## src/rtl/epl_pkg.sv

```systemverilog
package epl_pkg;
  localparam int NUM_ARMS = 3;
  localparam int PROD_W   = 4;

  typedef logic signed [PROD_W-1:0] prod_t;
  typedef logic signed [2:0]        lvl_t;

  function automatic lvl_t sm_to_level(input logic [1:0] sm);
    lvl_t mag;
    mag = sm[0] ? 3'sd3 : 3'sd1;
    return sm[1] ? -mag : mag;
  endfunction

  function automatic lvl_t cos_level(input logic [2:0] k);
    case (k)
      3'd0, 3'd7: return 3'sd2;
      3'd1, 3'd6: return 3'sd1;
      3'd2, 3'd5: return -3'sd1;
      default:    return -3'sd2;
    endcase
  endfunction

  function automatic lvl_t sin_level(input logic [2:0] k);
    case (k)
      3'd0, 3'd3: return 3'sd1;
      3'd1, 3'd2: return 3'sd2;
      3'd4, 3'd7: return -3'sd1;
      default:    return -3'sd2;
    endcase
  endfunction

  function automatic prod_t mix(input lvl_t a, input lvl_t b);
    logic signed [5:0] p;
    p = 6'(a) * 6'(b);
    return p[PROD_W-1:0];
  endfunction
endpackage

```

## src/rtl/epl_nco.sv

```systemverilog
module epl_nco #(
  parameter int PHASE_W = 32,
  parameter int IDX_W   = 3
) (
  input  logic               clk,
  input  logic               rst_n,
  input  logic               adv,
  input  logic [PHASE_W-1:0] step,
  output logic [IDX_W-1:0]   idx
);
  logic [PHASE_W-1:0] phase;

  always_ff @(posedge clk or negedge rst_n) begin
    if (!rst_n)   phase <= '0;
    else if (adv) phase <= phase + step;
  end

  assign idx = phase[PHASE_W-1 -: IDX_W];

  assert_phase_hold_R8: assert property (@(posedge clk) disable iff (!rst_n)
    !adv |=> $stable(phase));
  assert_phase_step_R3: assert property (@(posedge clk) disable iff (!rst_n)
    adv |=> phase == $past(phase) + $past(step));
endmodule

```

## src/rtl/epl_code_taps.sv

```systemverilog
module epl_code_taps #(
  parameter int ARMS = 3
) (
  input  logic            clk,
  input  logic            rst_n,
  input  logic            chip_en,
  input  logic            code_in,
  output logic [ARMS-1:0] taps
);
  always_ff @(posedge clk or negedge rst_n) begin
    if (!rst_n)       taps <= '0;
    else if (chip_en) taps <= {taps[ARMS-2:0], code_in};
  end

  assert_tap_hold_R6: assert property (@(posedge clk) disable iff (!rst_n)
    !chip_en |=> $stable(taps));
  assert_tap_enter_R6: assert property (@(posedge clk) disable iff (!rst_n)
    chip_en |=> taps[0] == $past(code_in));
endmodule

```

## src/rtl/epl_accum.sv

```systemverilog
module epl_accum
  import epl_pkg::*;
#(
  parameter int ACC_W = 16
) (
  input  logic                    clk,
  input  logic                    rst_n,
  input  logic                    add_en,
  input  logic                    add_sel,
  input  prod_t                   prod,
  input  logic                    dump,
  output logic signed [ACC_W-1:0] sum_q
);
  logic signed [ACC_W-1:0] acc;
  logic signed [ACC_W-1:0] prod_ext;
  logic signed [ACC_W-1:0] contrib;

  assign prod_ext = {{(ACC_W-PROD_W){prod[PROD_W-1]}}, prod};
  assign contrib  = add_sel ? prod_ext : -prod_ext;

  always_ff @(posedge clk or negedge rst_n) begin
    if (!rst_n) begin
      acc   <= '0;
      sum_q <= '0;
    end else if (dump) begin
      sum_q <= acc;
      acc   <= add_en ? contrib : '0;
    end else if (add_en) begin
      acc <= acc + contrib;
    end
  end

  assert_acc_hold_R8: assert property (@(posedge clk) disable iff (!rst_n)
    (!add_en && !dump) |=> $stable(acc));
  assert_out_hold_R10: assert property (@(posedge clk) disable iff (!rst_n)
    !dump |=> $stable(sum_q));
  assert_dump_copy_R7: assert property (@(posedge clk) disable iff (!rst_n)
    dump |=> sum_q == $past(acc));
endmodule

```

## src/rtl/epl_correlator.sv

```systemverilog
module epl_correlator
  import epl_pkg::*;
#(
  parameter int ACC_W   = 16,
  parameter int PHASE_W = 32
) (
  input  logic                    clk,
  input  logic                    rst_n,
  input  logic                    sample_vld,
  input  logic [1:0]              if_sample,
  input  logic [PHASE_W-1:0]      nco_step,
  input  logic                    code_bit,
  input  logic                    chip_en,
  input  logic                    dump,
  output logic signed [ACC_W-1:0] sum_ie,
  output logic signed [ACC_W-1:0] sum_ip,
  output logic signed [ACC_W-1:0] sum_il,
  output logic signed [ACC_W-1:0] sum_qe,
  output logic signed [ACC_W-1:0] sum_qp,
  output logic signed [ACC_W-1:0] sum_ql,
  output logic                    sums_vld
);
  localparam int IDX_W = 3;

  logic [IDX_W-1:0]    car_idx;
  logic [NUM_ARMS-1:0] taps;
  lvl_t                s_lvl;
  prod_t               i_prod;
  prod_t               q_prod;
  logic signed [ACC_W-1:0] sums [2][NUM_ARMS];

  epl_nco #(.PHASE_W(PHASE_W), .IDX_W(IDX_W)) u_nco (
    .clk(clk), .rst_n(rst_n), .adv(sample_vld), .step(nco_step), .idx(car_idx)
  );

  epl_code_taps #(.ARMS(NUM_ARMS)) u_taps (
    .clk(clk), .rst_n(rst_n), .chip_en(chip_en), .code_in(code_bit), .taps(taps)
  );

  assign s_lvl  = sm_to_level(if_sample);
  assign i_prod = mix(s_lvl, cos_level(car_idx));
  assign q_prod = mix(s_lvl, sin_level(car_idx));

  for (genvar a = 0; a < NUM_ARMS; a++) begin : g_arm
    for (genvar c = 0; c < 2; c++) begin : g_ch
      epl_accum #(.ACC_W(ACC_W)) u_acc (
        .clk(clk), .rst_n(rst_n), .add_en(sample_vld), .add_sel(taps[a]),
        .prod((c == 0) ? i_prod : q_prod), .dump(dump), .sum_q(sums[c][a])
      );
    end
  end

  assign sum_ie = sums[0][0];
  assign sum_ip = sums[0][1];
  assign sum_il = sums[0][2];
  assign sum_qe = sums[1][0];
  assign sum_qp = sums[1][1];
  assign sum_ql = sums[1][2];

  always_ff @(posedge clk or negedge rst_n) begin
    if (!rst_n) sums_vld <= 1'b0;
    else        sums_vld <= dump;
  end

  always_comb begin
    if (rst_n) begin
      assert_prod_levels_R4: assert (i_prod inside {4'sd1, 4'sd2, 4'sd3, 4'sd6,
        -4'sd1, -4'sd2, -4'sd3, -4'sd6} && q_prod inside {4'sd1, 4'sd2, 4'sd3,
        4'sd6, -4'sd1, -4'sd2, -4'sd3, -4'sd6});
    end
  end

  assert_vld_pulse_R7: assert property (@(posedge clk) disable iff (!rst_n)
    dump |=> sums_vld);
  assert_vld_quiet_R7: assert property (@(posedge clk) disable iff (!rst_n)
    !dump |=> !sums_vld);
endmodule

```

## config.mk

```make
export PLATFORM = sky130hd
export DESIGN_NAME = epl_correlator
export DESIGN_NICKNAME = d
export VERILOG_FILES = /design/src/rtl/epl_pkg.sv /design/src/rtl/epl_nco.sv /design/src/rtl/epl_code_taps.sv /design/src/rtl/epl_accum.sv /design/src/rtl/epl_correlator.sv
export SDC_FILE = /design/constraint.sdc
export NUM_CORES = 1
export LEC_CHECK = 0
export CORE_AREA = 3 3 175 177
export CTS_CLUSTER_SIZE = 14
export DETAILED_ROUTE_END_ITERATION = 6
export DIE_AREA = 0 0 178 180
export HOLD_SLACK_MARGIN = 0.02
export PLACE_DENSITY = 0.82
export SLEW_MARGIN = 20
export SYNTH_ARGS = -nofsm -noshare
export SYNTH_HDL_FRONTEND = slang
export SYNTH_SLANG_ARGS = --single-unit
```

## constraint.sdc

```tcl
create_clock -name clk -period 4.8 [get_ports clk]
set_input_delay 0.48 -clock clk [delete_from_list [all_inputs] [get_ports clk]]
set_output_delay 0.48 -clock clk [all_outputs]
set_load 0.05 [all_outputs]
```

* After elaboration in Yosys (flattened, before gate mapping)
Index checks and enable logic that the tools add are counted.
** Word-level totals
- Logic and storage cells :: 70
- Bits in latches :: 0
- Input port bits :: 40
- Memories kept :: 0
- Output and inout bits :: 97
- Bits in read-only memories :: 0
- Register bits after elaboration :: 228
- RAM bits :: 0
** Operators by class
- Magnitude comparators :: 0
- Divide/modulo/power cells :: 0
- Bitwise gates (word level) :: 0
- Reductions and logical operators :: 8
- Equal/unequal tests :: 7
- Multipliers :: 2
- Muxes and demuxes :: 28
- Shifts and indexed selects :: 0
- $add $sub $neg :: 10
** Operators by type and width (count)
- $mux 16 :: 24
- $add 16x16->16 :: 6
- $add 32x32->32 :: 1
- $neg 4->16 :: 2
- $pmux 3 s3 :: 2
- $eq 3x3->1 const B :: 4
- $reduce_or 2->1 :: 6
- $mul 3x3->4 :: 2
- $eq 3x2->1 const B :: 2
- $eq 3x1->1 const B :: 1
- $logic_not 3->1 :: 1
- $mux 3 :: 1
- $neg 2->3 :: 1
- $mux 2 :: 1
- $reduce_bool 2->1 :: 1

* Depth between registers and ports, before layout
- Word-level depth :: 9
- Depth in mapped cells :: 26
- Gate-level depth less buffers :: 24

* Modules after synthesis
From an unflattened synthesis, not the netlist that was laid out.
** Unflattened totals
- Cell total of the unflattened synthesis :: 1734
- Area, all modules :: 16457.0 um2
** Modules (own cells, without submodules)
- epl_accum at g_arm[0].g_ch[1].u_acc ... :: cells each 228, sequential area each 800.8 um2, area an instance 2170.8 um2, times used 3
- epl_accum at g_arm[0].g_ch[0].u_acc ... :: cells each 230, sequential area each 800.8 um2, area an instance 2219.6 um2, times used 2
- epl_nco :: cells each 308, sequential area each 800.8 um2, area an instance 2842.7 um2, times used 1
- epl_accum at g_arm[1].g_ch[1].u_acc :: cells each 228, sequential area each 800.8 um2, area an instance 2172.1 um2, times used 1
- epl_correlator :: cells each 48, sequential area each 25.0 um2, area an instance 381.6 um2, times used 1
- epl_code_taps :: cells each 6, sequential area each 75.1 um2, area an instance 108.9 um2, times used 1

* Worst setup path before layout
OpenSTA, ideal clock, no wires.
- Path type :: reg-to-reg
- Start :: register u_nco.phase[29]
- End :: register g_arm[1].g_ch[0].u_acc.acc[12]
- Library setup time :: 0.135 ns
- Data arrival time :: 5.176 ns
- Clock period less this slack :: 5.311 ns
- Data required time :: 4.665 ns
- Stages on the path, launching flop included :: 26
- Path buffers :: 2
- Slack :: -0.511 ns
- Path through :: dfrtp_1 -> inv_1 -> ha_1 -> mux2i_1 -> a21boi_0 -> a21oi_1 -> ha_1 -> inv_1 -> fa_1 -> xor2_1 -> a31o_1 -> and2_4 -> buf_6 -> buf_6 -> nand3_1 -> ha_1 -> mux2i_4 -> ha_1 -> inv_1 -> o21bai_1 -> a2111oi_2 -> o31ai_2 -> a21boi_1 -> or3b_2 -> a31oi_1 -> o21ai_0
** On the way
- Longest elaborated chain between the ends :: 9
- Elaborated cells on any way between the ends :: 17
- Those cells by class :: add/sub: 2; mul: 1; eq/ne: 5; mux: 5; reduce/logical: 4
** RTL lines
- start: declaration :: line epl_nco.sv:11 : logic [PHASE_W-1:0] phase;
- start signal: assignment :: line epl_nco.sv:15 : else if (adv) phase <= phase + step;
- $eq 3x2->1 (tied with other cells) :: line epl_pkg.sv:15 : case (k)
- $reduce_or 2->1 :: line epl_pkg.sv:15
- $pmux 3 s3 (*) :: line epl_pkg.sv:15
- $mul 3x3->4 (*) :: line epl_pkg.sv:34 : p = 6'(a) * 6'(b);
- $neg 4->16 :: line epl_accum.sv:19 : assign contrib = add_sel ? prod_ext : -prod_ext;
- $mux 16 (*) :: line epl_accum.sv:19
- $add 16x16->16 :: line epl_accum.sv:29 : acc <= acc + contrib;
- $mux 16 :: line epl_accum.sv:28 : end else if (add_en) begin
- $mux 16 (*) :: line epl_accum.sv:25 : end else if (dump) begin
- end signal: assignment :: line epl_accum.sv:27 : acc <= add_en ? contrib : '0;
- end signal: assignment :: line epl_accum.sv:29
- end: declaration :: line epl_accum.sv:14 : logic signed [ACC_W-1:0] acc;
Every way passes the cells marked *; elsewhere a longest branch is shown, timed or not. The select of a mux whose other input is x is not followed.
A chain may end at the register's enable or synchronous reset.

* Final worst setup path
- Start :: register u_nco.phase[30]
- End :: register g_arm[0].g_ch[0].u_acc.acc[14]
** On the way
- Longest elaborated chain between the ends :: 9
- Elaborated cells on any way between the ends :: 17
- Those cells by class :: add/sub: 2; mul: 1; eq/ne: 5; mux: 5; reduce/logical: 4
** RTL lines (line)
- $eq 3x2->1 (tied with other cells) :: epl_pkg.sv:15
- $reduce_or 2->1 :: epl_pkg.sv:15
- $pmux 3 s3 (*) :: epl_pkg.sv:15
- $mul 3x3->4 (*) :: epl_pkg.sv:34
- $neg 4->16 :: epl_accum.sv:19
- $mux 16 (*) :: epl_accum.sv:19
- $add 16x16->16 :: epl_accum.sv:29
- $mux 16 :: epl_accum.sv:28
- $mux 16 (*) :: epl_accum.sv:25
- end signal: assignment :: epl_accum.sv:27
- end signal: assignment :: epl_accum.sv:29
- end: declaration :: epl_accum.sv:14
Marked as above.

==> results.sh <==
export IMPL_async_reset_ff_frac=1.00
export IMPL_drtIter0Drc=1062
export IMPL_cp_start_kind="flop"
export IMPL_rr_startpoint="u_nco.phase[30]"
export IMPL_max_freq_ghz=0.199
export IMPL_nets=2086
export IMPL_layout_common_cells="dfrtp_1 (226), buf_4 (168), clkdlybuf4s50_1 (133)"
export IMPL_finalSetupTns_ns=-2.17
export IMPL_fillers=1978
export IMPL_route_detailed_drc=0
export IMPL_worstHoldStart="sample_vld"
export IMPL_multiInputGateArea_um2=10700
export IMPL_htreeDepth=1
export IMPL_hold_depth=2
export IMPL_max_stage_delay_ns=0.42
export IMPL_path_common_cell="a21oi_2"
export IMPL_holdPathEnd="g_arm[2].g_ch[1].u_acc.acc[11]"
export IMPL_numCtsBuffers=26
export IMPL_skew_ns=0.0184
export IMPL_core_um2=29400
export IMPL_yosys_warnings=0
export IMPL_clockBufferDepth=3
export IMPL_grt_max_degree=158
export IMPL_synth_main_ff_cell="dfrtp_1"
export IMPL_cts_tree="yes"
export IMPL_dieArea_um2=32000
export IMPL_hold_violations=0
export IMPL_viasPerCell=6.10
export IMPL_fp_dieW_um=178
export IMPL_drt_pass1_iter_count=5
export IMPL_dpl_hpwl_um=29700
export IMPL_rows=63
export IMPL_grt_pass1_wl_um=70600
export IMPL_crit_path_end_kind="flop"
export IMPL_syn_avg_cell_area_um2=9.76
export IMPL_worstPathRequired_ns=5.21
export IMPL_synthesis_nets=1808
export IMPL_mostFrequentLayoutCell="dfrtp_1"
export IMPL_io_pins=137
export IMPL_syn_inst=1616
export IMPL_synth_edff_count=0
export IMPL_status="finished with violations"
export IMPL_finalCritPeriodShare=1.05
export IMPL_antenna_found_initial=0
export IMPL_grt_pass1_vias=14300
export IMPL_area_growth_pct=32.3
export IMPL_drt_wl_total_um=45500
export IMPL_worst_pin_slew_ns=0.887
export IMPL_synth_seq_cells=228
export IMPL_cp_max_fo=5
export IMPL_root_buffer="clkbuf_16"
export IMPL_holdWs_ns=0.407
export IMPL_preCtsSetupSlack_ns=-0.472
export IMPL_worst_r2r_cell_count=25
export IMPL_layout_min_cycle_time_ns=5.03
export IMPL_violations="setup timing"
export IMPL_timing_rr_end="g_arm[0].g_ch[0].u_acc.acc[14]"
export IMPL_synth_distinct_cells=78
export IMPL_crit_type="flop to flop"
export IMPL_r2r_slack_ns=-0.23
export IMPL_slew_viol_final=0
export IMPL_worst_slack_ns=-0.232
export IMPL_routabilityCongestion=0.930
export IMPL_yosysSeqAreaShare=0.362
export IMPL_antennaDiodeCount=0
export IMPL_cts_sinks=228
export IMPL_grt_usage=0.266
export IMPL_start_util=0.536
export IMPL_rsz0062_at_grt="yes"
export IMPL_overflow=0
export IMPL_clk_pin_slew_worst_paths_ns=0.06
export IMPL_drive_above_1_share=0.289
export IMPL_arrival_ns=5.44
export IMPL_maxCapViolations=0
export IMPL_die_h_um=180
export IMPL_utilization=0.710
export IMPL_syn_cell_area_um2=15800
export IMPL_min_path_type="input pin to flop"
export IMPL_route_vias_total=14100
export IMPL_routedWlPerCell_um=19.7
export IMPL_regArea_um2=5710
export IMPL_insertion_delay_ns=0.54
export IMPL_ant_nets=0
export IMPL_io_buffer_count=136
export IMPL_crit_slowest_cell="dfrtp_1"
export IMPL_setup_viol=23
export IMPL_relSlewSlack=0.409
-- worst max-delay path, delay by kind of cell (launching register included) --
family	cells	cell delay, ns
DFF	1	0.42
muxes	3	0.63
adders and majority gates	5	1.29
AOI/OAI and AO/OA	10	1.75
buffers and inverters	3	0.30
xor gates and xnor gates	1	0.16
and+or+nand+nor	3	0.34
-- worst max path at each step --
stage / start / end / slack (ns) / cells past startpoint
3_3_place_gp: if_sample[0] / g_arm[1].g_ch[1].u_acc.acc[13] / -0.37 / 20
5_1_grt: u_nco.phase[30] / g_arm[0].g_ch[0].u_acc.acc[14] / -0.46 / 25
4_1_cts: u_nco.phase[29] / g_arm[2].g_ch[1].u_acc.acc[15] / -0.19 / 24
2_1_floorplan: u_nco.phase[30] / g_arm[1].g_ch[0].u_acc.acc[13] / -0.11 / 25
3_5_place_dp: if_sample[1] / g_arm[2].g_ch[1].u_acc.acc[15] / -0.47 / 23
6_report: u_nco.phase[30] / g_arm[0].g_ch[0].u_acc.acc[14] / -0.23 / 25
-- registers in the layout, indices dropped and copies added (netlist names) --
name	cells
g_arm.g_ch.u_acc.acc	96
sums_vld	1
g_arm.g_ch.u_acc.sum_q	96
u_nco.phase	32
u_taps.taps	3
-- cells by family after synthesis --
kind of cell | after synthesis | share of synthesized area
compound gates | 498 | 0.205
xor+xnor | 100 | 0.0560
fa+ha+maj | 152 | 0.125
buf+inv | 123 | 0.0315
flops | 228 | 0.362
mux | 157 | 0.115
simple gates | 358 | 0.106
-- synth_stat cells, types with 13 or more instances --
master	number	area share
nand3_1	28	0.0089
a211oi_1	22	0.010
xnor2_1	56	0.031
nand2b_1	13	0.0052
a21oi_1	114	0.036
xor2_1	43	0.024
nor2_1	100	0.024
o21ai_0	144	0.046
a31oi_1	14	0.0056
nor3_1	24	0.0076
mux2_2	130	0.093
clkbuf_1	53	0.013
ha_1	143	0.11
o21bai_1	18	0.0086
nand2_1	119	0.028
o21ai_1	13	0.0041
mux2i_1	18	0.011
or3_1	15	0.0060
a21o_1	29	0.014
dfrtp_1	228	0.36
o21a_1	16	0.0076
a22o_1	50	0.028
inv_1	52	0.012
-- area by class of cell --
class / instances / area share
clock buffer: 35 / 0.0372
clock inverter: 12 / 0.00791
inverter: 53 / 0.0102
multi-input combinational: 1265 / 0.512
sequential: 228 / 0.274
tap: 390 / 0.0234
timing repair buffer: 320 / 0.136
-- what timing repair did --
| item | 4_1_cts | 5_1_grt |
|---|---|---|
| setup buffers | 11 | 18 |
| setup endpoints to repair | 46 | 54 |
| gates resized for setup | 72 | 133 |
| hold buffers | 1 | 0 |
| hold endpoints to repair | 35 | 0 |
| pin swaps | 43 | 96 |
-- per-layer routing --
metal	vias to the layer above	wire length [um]	global-route usage
li1	6458	-	-
met1	6854	17800	0.328
met2	575	22400	0.455
met3	169	3200	0.0507
met4	0	2120	0.107
met5	-	0	0
-- per-stage QoR --
stage / std cells / cell area, um2
after global routing: 2303 / 20900
after floorplan: 1616 / 16100
after global placement: 2227 / 18800
final: 2303 / 20900
after detailed placement: 2227 / 18800
after CTS: 2286 / 20200
Power is left out: the tool's default activity adds up to more than one toggle a clock period on the data nets, which glitch-free logic cannot reach.
